[src/rtl/blk_fetch_pkg.sv]
package blk_fetch_pkg;

    localparam int LINE_BYTES_D = 32;
    localparam int INSN_BYTES_D = 4;
    localparam int MAX_INSNS_D  = 128;
    localparam int LADDR_W_D    = 27;

    // body lines of the largest block: one line per instruction segment
    function automatic int max_body_lines(input int max_insns, input int line_bytes,
                                          input int insn_bytes);
        return max_insns / (line_bytes / insn_bytes);
    endfunction

    function automatic int cnt_bits(input int n);
        return (n < 2) ? 1 : $clog2(n);
    endfunction

    typedef enum logic [2:0] {
        FS_IDLE,
        FS_REQ,
        FS_LOOK,
        FS_MREQ,
        FS_MWAIT,
        FS_SEND
    } fetch_st_e;

    typedef struct packed {
        logic hit_load;
        logic mem_load;
        logic advance;
    } seq_ctl_t;

endpackage

[src/rtl/blk_fetch_track.sv]
module blk_fetch_track #(
    parameter int LADDR_W = 27,
    parameter int CNT_W   = 4
) (
    input  logic               clk,
    input  logic               rst,
    input  logic               load_start,
    input  logic [LADDR_W-1:0] start_addr,
    input  logic               set_size,
    input  logic [CNT_W-1:0]   size_m1,
    input  logic               advance,
    output logic [LADDR_W-1:0] req_addr,
    output logic               req_hdr,
    output logic [CNT_W-1:0]   seg,
    output logic               is_last
);

    logic [LADDR_W-1:0] base_q;
    logic [CNT_W-1:0]   lines_m1_q;
    logic               hdr_pend_q;

    always_ff @(posedge clk) begin
        if (rst) begin
            base_q     <= '0;
            lines_m1_q <= '0;
            hdr_pend_q <= 1'b0;
            seg        <= '0;
        end else if (load_start) begin
            base_q     <= start_addr;
            lines_m1_q <= '0;
            hdr_pend_q <= 1'b1;
            seg        <= '0;
        end else begin
            if (set_size) begin
                lines_m1_q <= size_m1;
                hdr_pend_q <= 1'b0;
            end
            if (advance) begin
                seg <= seg + CNT_W'(1);
            end
        end
    end

    // header pair sits at the base; segment k lives one line past it
    assign req_addr = hdr_pend_q ? base_q : base_q + LADDR_W'(seg) + LADDR_W'(1);
    assign req_hdr  = hdr_pend_q;
    assign is_last  = !hdr_pend_q && (seg == lines_m1_q);

endmodule

[src/rtl/blk_fetch_drain.sv]
module blk_fetch_drain (
    input  logic clk,
    input  logic rst,
    input  logic flush,
    input  logic mem_req_fire,
    input  logic mem_rsp_valid,
    output logic drain_busy,
    output logic rsp_live
);

    logic outstanding_q;
    logic abandoned_q;

    always_ff @(posedge clk) begin
        if (rst) begin
            outstanding_q <= 1'b0;
            abandoned_q   <= 1'b0;
        end else begin
            if (mem_rsp_valid) begin
                outstanding_q <= 1'b0;
                abandoned_q   <= 1'b0;
            end else if (flush && outstanding_q) begin
                abandoned_q   <= 1'b1;
            end
            if (mem_req_fire) begin
                outstanding_q <= 1'b1;
            end
        end
    end

    assign drain_busy = abandoned_q;
    assign rsp_live   = mem_rsp_valid && !abandoned_q;

endmodule

[src/rtl/blk_fetch_ctrl.sv]
module blk_fetch_ctrl
    import blk_fetch_pkg::*;
(
    input  logic     clk,
    input  logic     rst,
    input  logic     flush,
    input  logic     start_valid,
    input  logic     drain_busy,
    input  logic     ic_rsp_valid,
    input  logic     ic_rsp_hit,
    input  logic     mem_rsp_live,
    input  logic     out_ready,
    input  logic     is_last,
    output logic     start_ready,
    output logic     load_start,
    output logic     ic_req_valid,
    output logic     mem_req_valid,
    output logic     out_valid,
    output seq_ctl_t ctl
);

    fetch_st_e state, nxt;

    always_ff @(posedge clk) begin
        if (rst || flush) state <= FS_IDLE;
        else              state <= nxt;
    end

    always_comb begin
        nxt = state;
        unique case (state)
            FS_IDLE:  if (start_valid && start_ready) nxt = FS_REQ;
            FS_REQ:   nxt = FS_LOOK;
            FS_LOOK:  if (ic_rsp_valid) nxt = ic_rsp_hit ? FS_SEND : FS_MREQ;
            FS_MREQ:  nxt = FS_MWAIT;
            FS_MWAIT: if (mem_rsp_live) nxt = FS_SEND;
            FS_SEND:  if (out_ready) nxt = is_last ? FS_IDLE : FS_REQ;
            default:  nxt = FS_IDLE;
        endcase
    end

    assign start_ready   = (state == FS_IDLE) && !drain_busy;
    assign load_start    = start_valid && start_ready && !flush;
    assign ic_req_valid  = (state == FS_REQ) && !flush;
    assign mem_req_valid = (state == FS_MREQ) && !flush;
    assign out_valid     = (state == FS_SEND) && !flush;

    assign ctl.hit_load = (state == FS_LOOK) && ic_rsp_valid && ic_rsp_hit && !flush;
    assign ctl.mem_load = (state == FS_MWAIT) && mem_rsp_live && !flush;
    assign ctl.advance  = out_valid && out_ready && !is_last;

    AST_MISS_TO_MEM: assert property (@(posedge clk) disable iff (rst)
        ((state == FS_LOOK) && ic_rsp_valid && !ic_rsp_hit && !flush)
        |=> (mem_req_valid || flush));

    AST_RESET_QUIET: assert property (@(posedge clk)
        $past(rst) |-> (start_ready && !out_valid && !ic_req_valid && !mem_req_valid));

endmodule

[src/rtl/blk_fetch_seq.sv]
module blk_fetch_seq
    import blk_fetch_pkg::*;
#(
    parameter int LINE_BYTES = LINE_BYTES_D,
    parameter int INSN_BYTES = INSN_BYTES_D,
    parameter int MAX_INSNS  = MAX_INSNS_D,
    parameter int LADDR_W    = LADDR_W_D,
    localparam int LINE_W    = LINE_BYTES * 8,
    localparam int MAX_LINES = max_body_lines(MAX_INSNS, LINE_BYTES, INSN_BYTES),
    localparam int CNT_W     = cnt_bits(MAX_LINES)
) (
    input  logic               clk,
    input  logic               rst,
    input  logic               flush,
    input  logic               start_valid,
    input  logic [LADDR_W-1:0] start_addr,
    output logic               start_ready,
    output logic               ic_req_valid,
    output logic [LADDR_W-1:0] ic_req_addr,
    output logic               ic_req_hdr,
    input  logic               ic_rsp_valid,
    input  logic               ic_rsp_hit,
    input  logic [CNT_W-1:0]   ic_rsp_hdr_size,
    input  logic [LINE_W-1:0]  ic_rsp_line,
    output logic               mem_req_valid,
    output logic [LADDR_W-1:0] mem_req_addr,
    output logic               mem_req_hdr,
    input  logic               mem_rsp_valid,
    input  logic [CNT_W-1:0]   mem_rsp_hdr_size,
    input  logic [LINE_W-1:0]  mem_rsp_line,
    output logic               out_valid,
    input  logic               out_ready,
    output logic [LINE_W-1:0]  out_line,
    output logic [CNT_W-1:0]   out_seg,
    output logic               out_last
);

    seq_ctl_t           ctl;
    logic               load_start, drain_busy, rsp_live, is_last;
    logic [LADDR_W-1:0] req_addr;
    logic               req_hdr;
    logic               set_size;
    logic [CNT_W-1:0]   size_m1;

    blk_fetch_ctrl u_ctrl (
        .clk(clk), .rst(rst), .flush(flush),
        .start_valid(start_valid), .drain_busy(drain_busy),
        .ic_rsp_valid(ic_rsp_valid), .ic_rsp_hit(ic_rsp_hit),
        .mem_rsp_live(rsp_live), .out_ready(out_ready), .is_last(is_last),
        .start_ready(start_ready), .load_start(load_start),
        .ic_req_valid(ic_req_valid), .mem_req_valid(mem_req_valid),
        .out_valid(out_valid), .ctl(ctl)
    );

    assign set_size = (ctl.hit_load || ctl.mem_load) && req_hdr;
    assign size_m1  = ctl.hit_load ? ic_rsp_hdr_size : mem_rsp_hdr_size;

    blk_fetch_track #(.LADDR_W(LADDR_W), .CNT_W(CNT_W)) u_track (
        .clk(clk), .rst(rst), .load_start(load_start), .start_addr(start_addr),
        .set_size(set_size), .size_m1(size_m1), .advance(ctl.advance),
        .req_addr(req_addr), .req_hdr(req_hdr), .seg(out_seg), .is_last(is_last)
    );

    blk_fetch_drain u_drain (
        .clk(clk), .rst(rst), .flush(flush),
        .mem_req_fire(mem_req_valid), .mem_rsp_valid(mem_rsp_valid),
        .drain_busy(drain_busy), .rsp_live(rsp_live)
    );

    always_ff @(posedge clk) begin
        if (rst)               out_line <= '0;
        else if (ctl.hit_load) out_line <= ic_rsp_line;
        else if (ctl.mem_load) out_line <= mem_rsp_line;
    end

    assign ic_req_addr  = req_addr;
    assign ic_req_hdr   = req_hdr;
    assign mem_req_addr = req_addr;
    assign mem_req_hdr  = req_hdr;
    assign out_last     = is_last;

    AST_HDR_FIRST: assert property (@(posedge clk) disable iff (rst)
        (start_valid && start_ready && !flush)
        |=> (flush || (ic_req_valid && ic_req_hdr && ic_req_addr == $past(start_addr))));

    AST_BODY_REQ: assert property (@(posedge clk) disable iff (rst)
        (out_valid && out_ready && !out_last)
        |=> (flush || (ic_req_valid && !ic_req_hdr)));

    AST_SEG_STEP: assert property (@(posedge clk) disable iff (rst)
        (out_valid && out_ready && !out_last)
        |=> (out_seg == $past(out_seg) + CNT_W'(1)));

    AST_LAST_ENDS: assert property (@(posedge clk) disable iff (rst)
        (out_valid && out_ready && out_last) |=> !out_valid);

    AST_OUT_HOLD: assert property (@(posedge clk) disable iff (rst)
        (out_valid && !out_ready)
        |=> ((out_valid || flush) && $stable(out_line) && $stable(out_seg)
             && $stable(out_last)));

    AST_MISS_NO_CACHE: assert property (@(posedge clk) disable iff (rst)
        mem_req_valid |=> !ic_req_valid);

    AST_FLUSH_QUIET: assert property (@(posedge clk) disable iff (rst)
        flush |=> (!out_valid && !ic_req_valid && !mem_req_valid));

endmodule

[config.mk]
export PLATFORM = sky130hd
export DESIGN_NAME = blk_fetch_seq
export DESIGN_NICKNAME = d
export VERILOG_FILES = /design/src/rtl/blk_fetch_pkg.sv /design/src/rtl/blk_fetch_track.sv /design/src/rtl/blk_fetch_drain.sv /design/src/rtl/blk_fetch_ctrl.sv /design/src/rtl/blk_fetch_seq.sv
export SDC_FILE = /design/constraint.sdc
export NUM_CORES = 1
export LEC_CHECK = 0
export ABC_AREA = 1
export CAP_MARGIN = 10
export CELL_PAD_IN_SITES_DETAIL_PLACEMENT = 0
export CELL_PAD_IN_SITES_GLOBAL_PLACEMENT = 1
export CORE_AREA = 2 2 339 341
export CTS_BUF_LIST = sky130_fd_sc_hd__clkbuf_4
export CTS_CLUSTER_SIZE = 8
export DETAILED_ROUTE_END_ITERATION = 12
export DIE_AREA = 0 0 341 343
export PLACE_DENSITY_LB_ADDON = 0.1
export SYNTH_ARGS = -nofsm -noshare
export SYNTH_HDL_FRONTEND = slang
export SYNTH_SLANG_ARGS = --single-unit
[constraint.sdc]
create_clock -name clk -period 3.2 [get_ports clk]
set_input_delay 0.64 -clock clk [delete_from_list [all_inputs] [get_ports clk]]
set_output_delay 0.64 -clock clk [all_outputs]
set_load 0.02 [all_outputs]
# Word level (Yosys, flattened, before mapping)
# Index checks and enable logic that the tools add are counted.
# word_totals
regBits,297
# classes
add_sub_neg,3
n_eq_ne,10
muxes,15
reduce_logical,30
# op_table
op,n
$mux 256,2
$add 27x1->27 const B,1
$add 27x4->27,1
$mux 27,1
$pmux 3 s6,1
$logic_and 1x1->1,17
$mux 3,5
$eq 3x2->1 const B,2
$eq 3x3->1 const B,2
$ne 2x2->1 const B,3
$reduce_bool 2->1,3
$mux 1,5
$add 4x1->4 const B,1
$eq 4x4->1,1
$logic_not 1->1,4
$mux 4,1
$reduce_and 4->1,1
$reduce_or 2->1,2
$eq 3x1->1 const B,1
$logic_not 3->1,1
$logic_or 1x1->1,2
$ne 2x1->1 const B,1

# Logic depth before layout (Yosys ltp)
# logic_depth
depth_word,8
mapped_depth,10

# By module
# A second synthesis with hierarchy kept.
# hier_totals
cells_unflattened,2401
area_unflattened_um2,15244.6
# modules_own_cells
mod,n_inst,cells_per_inst,area_each_um2
blk_fetch_seq,1,1979,12542.0
blk_fetch_track,1,353,2278.4
blk_fetch_ctrl,1,55,336.6
blk_fetch_drain,1,14,87.6

# Worst setup path before layout
# Ideal clock, no wire load.
# synth_path
path_type,reg-to-output
start,register u_track.seg[0]
end,output mem_req_addr[16]
t_arrival_ns,2.649
required_time_ns,2.560
setup_slack_ns,-0.089
stages_incl_launch_ff,10
path_buffers,1
path_cell_list,dfxtp_1 -> inv_1 -> ha_1 -> fa_1 -> o21ai_0 -> nand3_1 -> nor2_1 -> nand2_1 -> xnor2_1 -> buf_4
# synth_via
elab_chain_cells,3
# synth_rtl
element,line,source
start: declaration,blk_fetch_track.sv:14,"output logic [CNT_W-1:0] seg,"
start signal: assignment,blk_fetch_track.sv:39,seg <= seg + CNT_W'(1);
$add 27x4->27,blk_fetch_track.sv:45,assign req_addr = hdr_pend_q ? base_q : base_q + LADDR_W'(seg) + LADDR_W'(1);
$add 27x1->27,blk_fetch_track.sv:45,
$mux 27,blk_fetch_track.sv:45,
end: declaration,blk_fetch_seq.sv:26,"output logic [LADDR_W-1:0] mem_req_addr,"
# Every way passes these cells.

# Final worst setup path
# layout_path
start,register u_track.base_q[0]
end,output ic_req_addr[20]
# layout_via
elab_chain_cells,3
# layout_rtl
element,line,source
start: declaration,blk_fetch_track.sv:18,logic [LADDR_W-1:0] base_q;
start signal: assignment,blk_fetch_track.sv:29,base_q <= start_addr;
$add 27x4->27,blk_fetch_track.sv:45,
$add 27x1->27,blk_fetch_track.sv:45,
$mux 27,blk_fetch_track.sv:45,
end: declaration,blk_fetch_seq.sv:19,"output logic [LADDR_W-1:0] ic_req_addr,"
# Every way passes these cells.

==> out/metrics.sh <==
SYNTH_FA_HA_AREA_SHARE_PCT=0.474
CHIPHEIGHT_UM=343
FINAL.MIN_CLOCK_PERIOD_NS=3.42
GP_ROUTABILITY_CONGESTION=0.757
MAX_FREQ_MHz=292
STATUS='finished with violations'
FINALCRITPERIODSHARE_PCT=107
MULTI_INPUT_COMBINATIONAL_CELL_AREA_UM2=8730
RSZ0062_AT_GRT='yes'
ROUTE.VIAS.TOTAL=18824
CLK_ROOT_BUFFER_CELL='sky130_fd_sc_hd__clkbuf_4'
FP.DIEAREA_UM2=117000
SETUP_VIOLATIONS_FINAL=40
GLOBAL_ROUTE.USAGE.TOTAL_PCT=14.4
REQUIRED_NS=2.56
VIAS_PER_CELL=3.70
CP_PEAK_STAGE_DELAY_NS=0.37
CLOCK-SINKS=297
DETAILEDPLACE.WORSTSLACK_NS=-0.183
CELL_ROWS=124
CRITPATHLAUNCHTYPE='flip-flop'
CLOCK_SKEW_NS=0.0633
CRITICAL_PATH.MAX_FANOUT=8
CRITPATHSLOWESTCELL='sky130_fd_sc_hd__fa_2'
POSTROUTEWIRELENGTH_MM=87.9
HTREE_LEVELS=3
FINAL_NETS=4070
TIMING.FINAL.HOLD_VIOLATIONS=0
TOP_FLIP_FLOP_CELL_BY_INSTANCE_COUNT_AFTER_SYNTHESIS='sky130_fd_sc_hd__dfxtp_1'
GRT-OVFL-TOTAL=0
DETAIL_ROUTE.WL_PER_CELL_UM=17.3
COREAREA_UM2=113000
DETAIL-ROUTE-ANTENNA-NETS=0
CLOCKBUFFERDEPTH=3
NUMBER_OF_SYNTHESIZED_REGISTER_BITS=297
AREAGROWTHSYNTHTOFINISH_PCT=71.2
IO_PINS=876
SYNTHXORXNORAREAFRAC_PCT=0.754
WORSTPATHCELLLIST='inv_2, ha_4, fa_2, o21ai_4, nand3_4, nor2_4, buf_8, nand3_2, nand2_2, nand2_2, buf_6'
START_UTIL_PCT=15.4
DETAILEDROUTE.FIRSTITERATIONVIOLATIONS=586
SHARE_OF_FLIP_FLOPS_WITH_AN_ASYNCHRONOUS_SET_OR_RESET_AFTER_SYNTHESIS_PCT=0
FIRST_GLOBAL_VIAS=18932
DP.FINAL_HPWL_MM=68.6
WORST_SETUP_PATH_END_KIND='primary output'
OVERALL_POWER_AFTER_LAYOUT_uW=9570
TIGHTEST_SLEW_MARGIN_RELATIVE_TO_THE_LIMIT_PCT=65.4
CLKTRANSATPATHREGS_NS=0.06
POST_SYNTHESIS_SEQUENTIAL_AREA_RATIO_PCT=34.1
REG_AREA_UM2=5960
HOLD_SLACK_NS=0.176
DRT_PRE_ANTENNA_ITERS=4
SYNTH.DISTINCT_CELLS=32
SYNTH_COMMON_CELLS='sky130_fd_sc_hd__nand2_1, sky130_fd_sc_hd__inv_1, sky130_fd_sc_hd__nor2_1'
CRIT_TYPE='flip-flop to primary output'
DIEWIDTH_UM=341
POSTLAYOUTSETUPSLACKWORST_NS=-0.221
POST-SYNTH-TOP-AREA-FRACTION_PCT=34.1
SYN_AREA_UM2=17400
SYNTH_COMPOUND_AREA_SHARE_PCT=19.0
CTS_TREE='built'
NUMCTSBUFFERS=109
CLK_LATENCY_NS=0.93
POWER_LEAKAGE_uW=0.0151
CAP_VIOLATIONS=0
FINAL_LAYOUT_SIZE_SUFFIX_GT1_SHARE_PCT=16.5
SYNTH_SIMPLE_GATE_AREA_SHARE_PCT=27.1
MAPPEDNETLISTNETS=3177
POWER-PER-CELL-AREA_nW_PER_UM2=321
PORT_BUFFERS=875
POSTSYNTHAREAPERCELL_UM2=6.66
SYNTH_TOP_FAMILY_BY_AREA='simple AND/OR/NAND/NOR gates'
SYNTHMUXAREASHARE_PCT=0
WORSTMARGINPINSLEW_NS=0.514
FAILING_CHECKS='negative setup slack'
GRT_FIRST_PASS_WIRELENGTH_MM=126
SYNTH_EDF_COUNT=0
POST-ROUTE-UTIL_PCT=26.3
SYNTH_AREA_LEADERS='sky130_fd_sc_hd__dfxtp_1, sky130_fd_sc_hd__o211ai_2, sky130_fd_sc_hd__nand2_1'
REMAINING_DESIGN_RULE_VIOLATION_COUNT=0
WORST_EP_ARRIVAL_TIME_NS=2.78
GRT_MAX_DEGREE=73
SYNTHESIS.INSTANCES=2616
CTS.HOLD.BUFFERS_ADDED=0
SYNTHMOSTINSTANTIATEDCELL='sky130_fd_sc_hd__nand2_1'
TIMING.CRITICAL_PATH.MODE_CELL='sky130_fd_sc_hd__nand2_2'
YOSYS.AREA.TOP_TYPE='sky130_fd_sc_hd__dfxtp_1'
WORSTHOLDPATHTYPE='input port to flip-flop'
ANTENNA_FOUND_INITIAL=26
YOSYSWARNINGCOUNT=0
TIMING.FINAL.MAX_SLEW_VIOLATIONS=0
MAX-VDD-IR-DROP_uV=177
FILL_CELLS=12785
-- kinds of logic after synthesis --
logic type / Yosys count
DFF: 297
xor gates and xnor gates: 15
AOI/OAI and AO/OA: 337
adders and majority gates: 6
and+or+nand+nor: 1219
buffers and inverters: 742
-- stage by stage --
step	cells	area, um2	TNS, ns
after floorplan	2616	17400	0
after global placement	4893	27800	-2.78
after detailed placement	4893	27800	-1.86
after CTS	5079	29600	-14.49
after global routing	5089	29800	-16.51
final	5090	29800	-5.28
-- worst max-delay path, delay by kind of cell, from the launching register on --
kind / cells / cell delay, ns
compound gates: 1 / 0.20
fa+ha+maj: 2 / 0.53
buf+inv: 3 / 0.35
flops: 1 / 0.33
simple gates: 5 / 0.49
-- registers in the layout, summed over array words and instances, names as in the netlist --
| name | cells |
|---|---|
| out_line | 256 |
| u_track.base_q | 27 |
| u_track.lines_m1_q | 4 |
| u_track.seg | 4 |
| u_ctrl.state | 3 |
| u_drain.drain_busy | 1 |
| u_drain.outstanding_q | 1 |
| u_track.req_hdr | 1 |
-- what timing repair did --
item,CTS,global route
setup buffers,16,5
endpoints found under the setup margin,59,50
pin swaps,20,27
resized for setup,398,35
hold endpoints to repair,0,0
-- layout by cell type, fill, tap and decap left out, types with 9 or more instances in the layout --
cell type                         synthesis  final
sky130_fd_sc_hd__clkbuf_4                 0    155
sky130_fd_sc_hd__inv_1                  559    557
sky130_fd_sc_hd__o211ai_2               198    198
sky130_fd_sc_hd__diode_2                  0      9
sky130_fd_sc_hd__dfxtp_2                  0     11
sky130_fd_sc_hd__nand3_2                  1     10
sky130_fd_sc_hd__nand2_2                  1     13
sky130_fd_sc_hd__o211ai_1                52     52
sky130_fd_sc_hd__nand2_1                600    581
sky130_fd_sc_hd__clkinv_1                 0     10
sky130_fd_sc_hd__buf_6                   33     55
sky130_fd_sc_hd__o21ai_0                 48     40
sky130_fd_sc_hd__buf_4                   31     57
sky130_fd_sc_hd__buf_12                   0     27
sky130_fd_sc_hd__dfxtp_1                297    286
sky130_fd_sc_hd__nand4_1                 13     13
sky130_fd_sc_hd__clkdlybuf4s50_1          0    815
sky130_fd_sc_hd__a21oi_1                 34     33
sky130_fd_sc_hd__nand3_1                 34     24
sky130_fd_sc_hd__nor2_1                 552    543
-- layer usage --
layer  track usage, %  part of all wire, %  vias to the layer above  wire, um
li1                 -                    -                     9707         -
met5                0                 0.14                        -       121
met2             26.6                   52                      565     45900
met3             5.37                  8.2                      135      7240
met1             14.8                   37                     8397     32300
met4             5.44                  2.6                       20      2270
-- report_power, final --
part	total [uW]	leakage [uW]	switching, uW	internal, uW
Sequential	3780	0.00240	43.5	3740
Combinational	1430	0.0119	561	870
Clock	4360	0.000762	2030	2320
-- layout make-up --
type	instances	area share, %
well taps	1512	6.34
clock inverters	16	0.415
inverters	560	7.04
flip-flops and latches	297	20.0
diodes	9	0.0755
repair buffers	964	33.0
clock buffers	155	3.90
multi-input cells	1577	29.2
-- final timing paths --
kind / slack, ns / start / cells past startpoint / end
setup / recovery: -0.22 / u_track.base_q[0] / 11 / ic_req_addr[20]
hold / removal: 0.18 / rst / 4 / out_line[102]
setup reg to reg: 1.39 / u_ctrl.state[0] / 7 / u_track.lines_m1_q[3]
hold reg to reg: 0.49 / out_line[177] / 2 / out_line[177]
Power figures use the tool's default switching activity.
